`config.mk`:
```
export PLATFORM = sky130hd
export DESIGN_NAME = bus_drive_ctl
export DESIGN_NICKNAME = d
export VERILOG_FILES = /design/src/rtl/bdc_pkg.sv /design/src/rtl/bdc_op_reg.sv /design/src/rtl/bdc_wake_mask.sv /design/src/rtl/bdc_gate.sv /design/src/rtl/bus_drive_ctl.sv
export SDC_FILE = /design/constraint.sdc
export NUM_CORES = 1
export LEC_CHECK = 0
export BUFFER_PORTS_ARGS = -buffer_cell sky130_fd_sc_hd__buf_4
export CORE_AREA = 10 10 47 49
export DETAILED_ROUTE_END_ITERATION = 10
export DIE_AREA = 0 0 57 59
export PLACE_DENSITY = 0.3
export RECOVER_POWER = 50
export SLEW_MARGIN = 20
export SYNTH_ARGS = -nofsm -noshare
export SYNTH_HDL_FRONTEND = slang
export SYNTH_SLANG_ARGS = --single-unit
```
`constraint.sdc`:
```
create_clock -name clk -period 2.5 [get_ports clk]
set_input_delay 0.5 -clock clk [delete_from_list [all_inputs] [get_ports clk]]
set_output_delay 0.5 -clock clk [all_outputs]
set_load 0.02 [all_outputs]
```
`src/rtl/bdc_pkg.sv`:
```
package bdc_pkg;
   typedef enum logic [1:0] {
      OP_IDLE = 2'b00,
      OP_RD   = 2'b01,
      OP_WR   = 2'b10,
      OP_CONT = 2'b11
   } bus_op_e;
endpackage

```
`src/rtl/bdc_op_reg.sv`:
```
module bdc_op_reg
   import bdc_pkg::*;
(
   input  logic    clk,
   input  logic    rst_n,
   input  logic    adv,
   input  bus_op_e cmd,
   output bus_op_e op_q,
   output bus_op_e op_nxt
);
   // Continue keeps the type latched at the start of the sequence.
   always_comb begin
      op_nxt = (cmd == OP_CONT) ? op_q : cmd;
   end

   always_ff @(posedge clk or negedge rst_n) begin
      if (!rst_n)   op_q <= OP_IDLE;
      else if (adv) op_q <= op_nxt;
   end
endmodule

```
`src/rtl/bdc_wake_mask.sv`:
```
module bdc_wake_mask
   import bdc_pkg::*;
#(
   parameter int WAKE_CYCLES = 1
)(
   input  logic    clk,
   input  logic    rst_n,
   input  logic    adv,
   input  bus_op_e op_q,
   input  bus_op_e op_nxt,
   output logic    mask
);
   localparam int CNT_W = $clog2(WAKE_CYCLES + 1);

   logic leaving_idle;
   assign leaving_idle = (op_q == OP_IDLE) && (op_nxt != OP_IDLE);

   generate
      if (WAKE_CYCLES < 1) begin : g_bad_param
         $error("bdc_wake_mask: WAKE_CYCLES must be at least 1");
      end

      if (WAKE_CYCLES == 1) begin : g_single
         logic mask_q;
         always_ff @(posedge clk or negedge rst_n) begin
            if (!rst_n)   mask_q <= 1'b0;
            else if (adv) mask_q <= leaving_idle;
         end
         assign mask = mask_q;
      end else begin : g_count
         logic [CNT_W-1:0] cnt_q;
         always_ff @(posedge clk or negedge rst_n) begin
            if (!rst_n) begin
               cnt_q <= '0;
            end else if (adv) begin
               if (op_nxt == OP_IDLE)  cnt_q <= '0;
               else if (leaving_idle)  cnt_q <= CNT_W'(WAKE_CYCLES);
               else if (cnt_q != '0)   cnt_q <= cnt_q - 1'b1;
            end
         end
         assign mask = (cnt_q != '0);
      end
   endgenerate
endmodule

```
`src/rtl/bdc_gate.sv`:
```
module bdc_gate
   import bdc_pkg::*;
(
   input  bus_op_e op_q,
   input  logic    mask,
   input  logic    oe_n,
   output logic    drv_en
);
   // Internal permission is registered; the pin enable is applied last.
   logic permit;
   always_comb begin
      permit = (op_q == OP_RD) && !mask;
      drv_en = permit && !oe_n;
   end
endmodule

```
`src/rtl/bus_drive_ctl.sv`:
```
module bus_drive_ctl
   import bdc_pkg::*;
#(
   parameter int WAKE_CYCLES = 1
)(
   input  logic       clk,
   input  logic       rst_n,
   input  logic       clk_hold,
   input  logic [1:0] bus_cmd,
   input  logic       oe_n,
   output logic       drv_en
);
   bus_op_e op_q;
   bus_op_e op_nxt;
   logic    mask;
   logic    adv;

   assign adv = !clk_hold;

   bdc_op_reg u_op (
      .clk    (clk),
      .rst_n  (rst_n),
      .adv    (adv),
      .cmd    (bus_op_e'(bus_cmd)),
      .op_q   (op_q),
      .op_nxt (op_nxt)
   );

   bdc_wake_mask #(.WAKE_CYCLES(WAKE_CYCLES)) u_wake (
      .clk    (clk),
      .rst_n  (rst_n),
      .adv    (adv),
      .op_q   (op_q),
      .op_nxt (op_nxt),
      .mask   (mask)
   );

   bdc_gate u_gate (
      .op_q   (op_q),
      .mask   (mask),
      .oe_n   (oe_n),
      .drv_en (drv_en)
   );
endmodule

```
-- Yosys cells after proc, flatten, opt, wreduce, memory -nomap -nowiden
Cells that the tools add are included.
- register bits after elaboration: 3
- input port bits: 6
- output and inout port bits: 1
- word-level logic and storage cells: 12
- equal/unequal tests: 2
- multiplexer cells: 1
- reductions and logical operators: 7
- operators with widths (operator ; count):
    1-bit logical AND ; 3
    2-bit by 1-bit == test with 1-bit output (second input constant) ; 1
    2-bit == test (second input constant) ; 1
    1-bit logical NOT ; 2
    2-bit logical NOT ; 1
    2-bit 2-to-1 mux ; 1
    2-bit nonzero test ; 1

-- Longest topological paths before layout
Gate-level depths: netlist of the first run.
- depth after elaboration: 4
- mapped depth: 2
- mapped depth without buffers: 2

-- Cells and area by module
Synthesis of the first run repeated with hierarchy kept, for this count alone.
- cells, all modules: 17
- area, all modules: 182.7 um^2
- modules (own cells, without submodules) (module ; times used ; cells each ; area an instance (um^2) ; sequential area each (um^2)):
    bdc_op_reg ; 1 ; 10 ; 108.9 ; 50.0
    bdc_wake_mask ; 1 ; 5 ; 55.1 ; 25.0
    bdc_gate ; 1 ; 1 ; 15.0 ; 0.0
    bus_drive_ctl ; 1 ; 1 ; 3.8 ; 0.0

-- Least setup slack after synthesis of the first run
Ideal clock, no wire load.
- path type: input to output
- from: in oe_n
- to: out drv_en
- data arrival time: 1276 ps
- required time: 2000 ps
- path slack: 724 ps
- stages: 1
- buffers on the path: 0
- path through: nor4b_1
- cells in the longest elaborated chain, start to end: 2
- ends and longest elaborated chain (item ; line ; source):
    start: declaration ; bus_drive_ctl.sv:10 ; input logic oe_n,
    1-bit logical NOT ; bdc_gate.sv:13 ; drv_en = permit && !oe_n;
    1-bit logical AND ; bdc_gate.sv:13 ;
    end: declaration ; bus_drive_ctl.sv:11 ; output logic drv_en
No other way between the ends.

-- Worst setup path after layout of the first run
- from: reg u_op.op_q[1]
- to: out drv_en
- cells in the longest elaborated chain, start to end: 3
- ends and longest elaborated chain (item ; line ; source):
    start: declaration ; bdc_op_reg.sv:8 ; output bus_op_e op_q,
    start signal: assignment ; bdc_op_reg.sv:18 ; else if (adv) op_q <= op_nxt;
    2-bit by 1-bit == test with 1-bit output ; bdc_gate.sv:12 ; permit = (op_q == OP_RD) && !mask;
    1-bit logical AND ; bdc_gate.sv:12 ;
    1-bit logical AND ; bdc_gate.sv:13 ;
No other way between the ends.

==> out/metrics.json, run 1 <==
{
  "status": {
    "run_status": "completed"
  },
  "layout": {
    "layout.filler_cells": 166,
    "area.growth.synth_to_final_pct": 63.6,
    "layout.core_utilization": 0.161,
    "post_layout_nonfiller_instances": 37,
    "antennaDiodeCount": 0,
    "nets": 28,
    "ff_latch_area_sq_um": 75.1,
    "stdcell_area_sq_um": 225,
    "fraction_of_final_layout_cells_with_drive_strength_greater_than_1": 0.429,
    "multi_input_area_sq_um": 62.6
  },
  "grt": {
    "wire_length_of_the_first_global_routing_pass_um": 565,
    "maximum_number_of_pins_on_one_net_before_global_route_repair": 7,
    "grt.overflow.total": 0,
    "via_count_of_the_first_global_routing_pass": 141,
    "antenna_found_initial": 0,
    "track_usage": 0.0255
  },
  "synthesis": {
    "yosys_register_bits": 3,
    "synth_nets": 17,
    "synth_sequential_area_ratio": 0.545,
    "post_synth_instance_area_sq_um": 138,
    "yosysWarningCount": 0,
    "synthDistinctLibCells": 7,
    "synthCells": 11,
    "post_synth.cell_area_avg_sq_um": 12.5
  },
  "floorplan": {
    "num_rows": 14,
    "initial_utilization": 0.0982,
    "die_outline_area_sq_um": 3360,
    "die-width_um": 57,
    "die_height_um": 59,
    "fp.coreArea_sq_um": 1400,
    "boundaryPins": 7
  },
  "power_and_ir_drop": {
    "power-per-cell-area_nw_per_um2": 739,
    "leakagePower_nw": 0.101,
    "ir_worst_vdd_v": 0.000174,
    "p_total_w": 0.000167
  },
  "placed_design": {
    "placed_area_sq_um": 203,
    "dp.cells": 33,
    "place_congestion": 0.598,
    "numPortBuffers": 6
  },
  "routing": {
    "detail-route-antenna-nets": 0,
    "drc": 0,
    "average_wire_per_standard_cell_um": 10.2,
    "drtIter0Drc": 0,
    "detail_route.vias_per_cell": 3.14,
    "via_count": 116,
    "drtPass1Iterations": 1,
    "route.final.wire_length_um": 378
  },
  "setup_path": {
    "reg2reg_from": "u_op.op_q[1]",
    "register_to_register_setup_slack_ps": 1650,
    "crit_path_end": "drv_en",
    "ff2ff_path_depth": 1,
    "cp-startpoint": "u_op.op_q[1]",
    "r2r_end": "u_wake.mask",
    "critPathCaptureType": "output port",
    "critical_path_required_ps": 2000,
    "timing.critical_path.arrival_ps": 1110,
    "worstPathMaxFanout": 3,
    "path_class": "reg -> out",
    "startpoint_type": "register"
  },
  "timing": {
    "setup_viol": 0,
    "timing_worst_slew_pin_value_ps": 243,
    "finalHoldViolCount": 0,
    "min_period_ps": 1610,
    "timing_max_transition_violations_final": 0,
    "finClkSkew_ps": 2.84,
    "final.period_utilization": 0.645,
    "slew-limit-headroom": 0.836,
    "grt_setup_unrepaired": "false",
    "setup_total_negative_slack_ps": 0,
    "highest_clock_frequency_the_design_can_meet_mhz": 620
  },
  "clock_network": {
    "clk-insertion-delay-late_ps": 230,
    "ctsResizeCount": 0,
    "clockBufferDepth": 2,
    "clock-root-buffer": "sky130_fd_sc_hd__clkbuf_4",
    "postCtsSetupRepairBufs": 0,
    "cts_hold_buf": 0,
    "cts.sink_count": 3,
    "cts_bufs_inserted": 3,
    "cts.htree.levels": 1,
    "tritoncts": "yes",
    "clk_pin_slew_ps": 40
  },
  "flow_run": {
    "maxCapViolations": 0
  },
  "hold_path": {
    "worst_hold_check_path_type": "in -> async"
  }
}
through the flow:
step                setup slack, ps  hold slack [ps]
finish                          888             61.1
detailed placement              915              290
global placement                933              289
global route                    846             67.6
floorplan                       724              204
CTS                             863             35.7
area by class of cell:
cell class,count,area share
clock buffers,4,0.117
multi-input cells,8,0.278
flip-flops and latches,3,0.333
well taps,16,0.0889
repair buffers,6,0.183
synthesized netlist by cell type, drive strengths merged:
cell type,count,area (sq um)
o22a,2,17.5
nand2,1,3.75
nor2,2,7.51
dfrtp,3,75.1
o41ai,1,16.3
xnor2,1,8.76
nor4b,1,8.76
report_power, final:
| group | internal (W) | leakage, nW | switching [W] | total (W) |
|---|---|---|---|---|
| logic | 0.0000127 | 0.0485 | 0.00000955 | 0.0000222 |
| clock network | 0.0000598 | 0.0150 | 0.0000253 | 0.0000851 |
| registers | 0.0000544 | 0.0374 | 0.00000476 | 0.0000592 |
registers in the layout, summed over array words and instances (netlist names):
register	cells
u_op.op_q	2
u_wake.mask	1
worst max-delay path: stages (launching register included):
cell and delay, ps:
sky130_fd_sc_hd__dfrtp_1 400, sky130_fd_sc_hd__nor4b_1 290, sky130_fd_sc_hd__buf_4 190
worst min-delay path by stage:
stage,startpoint,end,slack [ps],depth (start not counted)
2_1_floorplan,rst_n,u_op.op_q[0],200,0
3_3_place_gp,rst_n,u_op.op_q[0],290,1
3_5_place_dp,rst_n,u_op.op_q[0],290,1
4_1_cts,rst_n,u_op.op_q[0],40,1
5_1_grt,rst_n,u_op.op_q[0],70,1
6_report,rst_n,u_op.op_q[0],60,1
cells by family (layout without fill, tap and decap cells):
| family | after synthesis | count (layout) | synth area share |
|---|---|---|---|
| buffers and inverters | 0 | 10 | 0 |
| AOI/OAI and AO/OA | 3 | 3 | 0.246 |
| xor gates and xnor gates | 1 | 1 | 0.0636 |
| DFF | 3 | 3 | 0.545 |
| and+or+nand+nor | 4 | 4 | 0.145 |
cells in the final DEF, fill, tap and decap left out, drive strengths merged:
master  n
buf     5
clkbuf  5
dfrtp   3
nand2   1
nor2    2
nor4b   1
o22a    2
o41ai   1
xnor2   1
routing by layer:
metal / vias to the layer above / routed length, um / GRT usage
met5: - / 0 / 0
met4: 0 / 15 / 0.0403
met3: 2 / 20 / 0.0129
met2: 7 / 133 / 0.0295
met1: 46 / 208 / 0.0262
li1: 61 / - / -
Power figures use the tool's default switching activity.
==> run 2, diff against run 1 <==
==> constraint.sdc (replaced) <==
create_clock -name clk -period 1.6 [get_ports clk]
set_input_delay 0.32 -clock clk [delete_from_list [all_inputs] [get_ports clk]]
set_output_delay 0.32 -clock clk [all_outputs]
set_load 0.02 [all_outputs]
==> out/metrics.json, run 2 (same netlist as run 1, synthesis figures left out) <==
{
  "layout": {
    "post_layout_nonfiller_instances": 38,
    "largest_register_ffs": 2,
    "nets": 29,
    "layout.cells.most_common": "sky130_fd_sc_hd__buf_4",
    "fraction_of_final_layout_cells_with_drive_strength_greater_than_1": 0.409,
    "multi_input_area_sq_um": 62.6,
    "top_library_cells_by_usage_in_the_layout_fill_and_taps_aside": "5 x sky130_fd_sc_hd__buf_4, 3 x sky130_fd_sc_hd__clkbuf_4, 3 x sky130_fd_sc_hd__dfrtp_1",
    "ff_latch_area_sq_um": 75.1,
    "antennaDiodeCount": 0,
    "max_flop_register": "u_op.op_q",
    "area.growth.synth_to_final_pct": 70.9,
    "layout.filler_cells": 162
  },
  "grt": {
    "maximum_number_of_pins_on_one_net_before_global_route_repair": 7,
    "antenna_found_initial": 0,
    "grt.overflow.total": 0,
    "track_usage": 0.0268,
    "via_count_of_the_first_global_routing_pass": 155,
    "wire_length_of_the_first_global_routing_pass_um": 614
  },
  "timing": {
    "min_period_ps": 1440,
    "grt_setup_unrepaired": "false",
    "setup_total_negative_slack_ps": 0,
    "setup_viol": 0,
    "slew-limit-headroom": 0.831,
    "timing_max_transition_violations_final": 0,
    "final.period_utilization": 0.897,
    "setup_ws_ps": 165,
    "finalHoldViolCount": 0,
    "finClkSkew_ps": 1.32,
    "highest_clock_frequency_the_design_can_meet_mhz": 697,
    "timing_worst_slew_pin_value_ps": 250
  },
  "clock_network": {
    "clockBufferDepth": 2,
    "cts_bufs_inserted": 3,
    "clk-insertion-delay-late_ps": 230,
    "tritoncts": "yes",
    "clk_pin_slew_ps": 40,
    "cts.htree.levels": 1,
    "cts.sink_count": 3,
    "clock-root-buffer": "sky130_fd_sc_hd__clkbuf_4"
  },
  "setup_path": {
    "critical_path_required_ps": 1280,
    "startpoint_type": "register",
    "critPathCaptureType": "output port",
    "worstPathMaxFanout": 3,
    "critPathMaxStageDelay_ps": 390,
    "timing.critical_path.arrival_ps": 1120,
    "path_class": "reg -> out",
    "critPathSlowestCell": "sky130_fd_sc_hd__dfrtp_1",
    "path_cells": "nor4b_1, buf_4"
  },
  "status": {
    "run_status": "completed"
  },
  "power_and_ir_drop": {
    "power-per-cell-area_nw_per_um2": 1110,
    "ir_worst_vdd_v": 0.000341,
    "leakagePower_nw": 0.105
  },
  "floorplan": {
    "boundaryPins": 7,
    "initial_utilization": 0.0982,
    "die_height_um": 59,
    "die-width_um": 57,
    "num_rows": 14,
    "die_outline_area_sq_um": 3360,
    "fp.coreArea_sq_um": 1400
  },
  "routing": {
    "via_count": 128,
    "drc": 0,
    "drtPass1Iterations": 2,
    "detail_route.vias_per_cell": 3.37,
    "average_wire_per_standard_cell_um": 9.82,
    "route.final.wire_length_um": 373,
    "detail-route-antenna-nets": 0,
    "drtIter0Drc": 3
  },
  "flow_run": {
    "maxCapViolations": 0
  },
  "placed_design": {
    "dp.cells": 33,
    "preCtsSetupSlack_ps": 359,
    "numPortBuffers": 6,
    "place_congestion": 0.634
  },
  "hold_path": {
    "worst_hold_check_path_type": "in -> reg"
  }
}
[run 2: per-stage QoR]
step | util | area [sq um] | hold slack (ps) | power (W)
after CTS | 0.171 | 239 | 308 | 0.000273
final | 0.168 | 235 | 315 | 0.000262
after floorplan | - | 138 | 24.4 | 0.000108
after detailed placement | 0.145 | 203 | 110 | 0.000130
after global routing | 0.168 | 235 | 326 | 0.000278
after global placement | 0.145 | 203 | 109 | 0.000130
[run 2: cell type report]
cell class              count  area share
flip-flops and latches      3       0.319
clock buffers               4       0.112
multi-input cells           8       0.266
well taps                  16      0.0851
repair buffers              7       0.218
[run 2: layer usage]
metal	share of wire	track usage
met5	0	0
met4	0.046	0.0403
met3	0.12	0.0172
met2	0.37	0.0357
met1	0.46	0.0226
[run 2: worst paths after layout]
| path | from | to | slack (ps) | cells after the start |
|---|---|---|---|---|
| setup / recovery | u_op.op_q[1] | drv_en | 160 | 2 |
| hold / removal | clk_hold | u_wake.mask | 310 | 2 |
| setup reg to reg | u_op.op_q[1] | u_wake.mask | 770 | 1 |
| hold reg to reg | u_wake.mask | u_wake.mask | 490 | 2 |
| max in group asynchronous | rst_n | u_wake.mask | 1030 | 2 |
| min in group asynchronous | rst_n | u_op.op_q[0] | 420 | 2 |
[run 2: repair_timing]
item	4_1_cts	5_1_grt
resized for setup	0	0
endpoints found under the hold margin	3	0
hold buffers	1	0
buffers inserted	0	0
[run 2: critical path: cells and delay by family, from the launching register on]
kind	cells	cell delay (ps)
and+or+nand+nor	1	290
DFF	1	390
buffers and inverters	1	200
[run 2: where the power goes]
part           internal (W)  switching, W   total, W
Sequential        0.0000851    0.00000733  0.0000924
Clock             0.0000935     0.0000395   0.000133
Combinational     0.0000214     0.0000150  0.0000363
==> run 3, diff against run 2 <==
--- a/config.mk
+++ b/config.mk
@@ -5,7 +5,7 @@
 export SDC_FILE = /design/constraint.sdc
 export NUM_CORES = 1
 export LEC_CHECK = 0
-export BUFFER_PORTS_ARGS = -buffer_cell sky130_fd_sc_hd__buf_4
+export BUFFER_PORTS_ARGS = -buffer_cell sky130_fd_sc_hd__buf_2
 export CORE_AREA = 10 10 47 49
 export DETAILED_ROUTE_END_ITERATION = 10
 export DIE_AREA = 0 0 57 59
==> out/metrics.json, run 3 (same netlist as run 1, synthesis figures left out) <==
{
  "power_and_ir_drop": {
    "power-per-cell-area_nw_per_um2": 1160,
    "ir_worst_vdd_v": 0.000352,
    "leakagePower_nw": 0.102
  },
  "grt": {
    "grt.overflow.total": 0,
    "maximum_number_of_pins_on_one_net_before_global_route_repair": 7,
    "wire_length_of_the_first_global_routing_pass_um": 607,
    "track_usage": 0.0272,
    "antenna_found_initial": 0,
    "via_count_of_the_first_global_routing_pass": 137
  },
  "timing": {
    "setup_ws_ps": 178,
    "highest_clock_frequency_the_design_can_meet_mhz": 703,
    "finalHoldViolCount": 0,
    "min_period_ps": 1420,
    "timing_worst_slew_pin_value_ps": 251,
    "finClkSkew_ps": 0.227,
    "final.period_utilization": 0.889,
    "grt_setup_unrepaired": "false",
    "setup_total_negative_slack_ps": 0,
    "setup_viol": 0,
    "slew-limit-headroom": 0.831,
    "timing_max_transition_violations_final": 0
  },
  "setup_path": {
    "register_to_register_setup_slack_ps": 740,
    "reg2reg_from": "u_op.op_q[1]",
    "timing.critical_path.arrival_ps": 1100,
    "startpoint_type": "register",
    "critPathMaxStageDelay_ps": 400,
    "critPathCaptureType": "output port",
    "ff2ff_path_depth": 1,
    "crit_path_end": "drv_en",
    "critPathSlowestCell": "sky130_fd_sc_hd__dfrtp_1",
    "path_class": "reg -> out",
    "path_cells": "nor4b_1, buf_2",
    "worstPathMaxFanout": 3,
    "cp-startpoint": "u_op.op_q[1]",
    "critical_path_required_ps": 1280,
    "r2r_end": "u_wake.mask"
  },
  "floorplan": {
    "initial_utilization": 0.0982,
    "die_height_um": 59,
    "num_rows": 14,
    "die_outline_area_sq_um": 3360,
    "boundaryPins": 7,
    "die-width_um": 57,
    "fp.coreArea_sq_um": 1400
  },
  "layout": {
    "fraction_of_final_layout_cells_with_drive_strength_greater_than_1": 0.409,
    "layout.cells.most_common": "sky130_fd_sc_hd__buf_2",
    "layout.filler_cells": 165,
    "area.growth.synth_to_final_pct": 61.8,
    "top_library_cells_by_usage_in_the_layout_fill_and_taps_aside": "5 x sky130_fd_sc_hd__buf_2, 3 x sky130_fd_sc_hd__clkbuf_4, 3 x sky130_fd_sc_hd__dfrtp_1",
    "max_flop_register": "u_op.op_q",
    "stdcell_area_sq_um": 223,
    "largest_register_ffs": 2,
    "post_layout_nonfiller_instances": 38,
    "nets": 29,
    "antennaDiodeCount": 0,
    "layout.core_utilization": 0.159,
    "ff_latch_area_sq_um": 75.1,
    "multi_input_area_sq_um": 62.6
  },
  "placed_design": {
    "dp.cells": 33,
    "preCtsSetupSlack_ps": 387,
    "place_congestion": 0.646,
    "numPortBuffers": 6,
    "placed_area_sq_um": 188
  },
  "flow_run": {
    "maxCapViolations": 0
  },
  "routing": {
    "drc": 0,
    "via_count": 125,
    "detail-route-antenna-nets": 0,
    "average_wire_per_standard_cell_um": 9.66,
    "route.final.wire_length_um": 367,
    "drtIter0Drc": 2,
    "drtPass1Iterations": 2,
    "detail_route.vias_per_cell": 3.29
  },
  "clock_network": {
    "tritoncts": "yes",
    "cts.htree.levels": 1,
    "clk-insertion-delay-late_ps": 230,
    "cts.sink_count": 3,
    "clk_pin_slew_ps": 40,
    "clockBufferDepth": 2,
    "cts_bufs_inserted": 3,
    "clock-root-buffer": "sky130_fd_sc_hd__clkbuf_4"
  },
  "status": {
    "run_status": "completed"
  },
  "hold_path": {
    "worst_hold_check_path_type": "in -> reg"
  }
}
[run 3: cell types whose count changed in the layout (fill, tap and decap cells not counted)]
cell                    before  now
sky130_fd_sc_hd__buf_4       5    0
sky130_fd_sc_hd__buf_2       0    5
[run 3: how the worst min path moves through the flow]
stage / depth (start not counted) / slack, ps / startpoint / end
2_1_floorplan: 0 / 20 / rst_n / u_op.op_q[0]
3_3_place_gp: 1 / 120 / rst_n / u_op.op_q[0]
3_5_place_dp: 1 / 120 / rst_n / u_op.op_q[1]
4_1_cts: 2 / 340 / clk_hold / u_wake.mask
5_1_grt: 2 / 350 / clk_hold / u_wake.mask
6_report: 2 / 350 / clk_hold / u_wake.mask
[run 3: layout make-up]
type	instances	area share
sequential	3	0.337
timing repair buffer	7	0.174
tap	16	0.0899
multi-input combinational	8	0.281
clock buffer	4	0.118
[run 3: critical path: cells and delay by family (launching register included)]
family | cells | cell delay (ps)
buf+inv | 1 | 210
simple gates | 1 | 260
flops | 1 | 400
[run 3: timing repair]
item / in CTS / in global routing
hold buffers: 1 / 0
setup buffers: 0 / 0
endpoints found under the hold margin: 3 / 0
resized for setup: 0 / 0
[run 3: per-layer routing]
layer	GRT usage	part of all wire	vias to the layer above
li1	-	-	64
met1	0.0274	0.51	51
met2	0.0264	0.32	8
met3	0.0236	0.13	2
met4	0.0403	0.046	0
met5	0	0	-
[run 3: report_power, final]
group | switching, W | total (W) | internal [W] | leakage, nW
logic | 0.0000153 | 0.0000329 | 0.0000176 | 0.0491
clock network | 0.0000397 | 0.000133 | 0.0000935 | 0.0150
registers | 0.00000702 | 0.0000921 | 0.0000851 | 0.0374
[run 3: through the flow]
stage	total power, W	hold WS, ps
2_1_floorplan	0.000108	24.4
3_3_place_gp	0.000125	115
3_5_place_dp	0.000125	118
4_1_cts	0.000267	340
5_1_grt	0.000278	353
6_report	0.000258	352
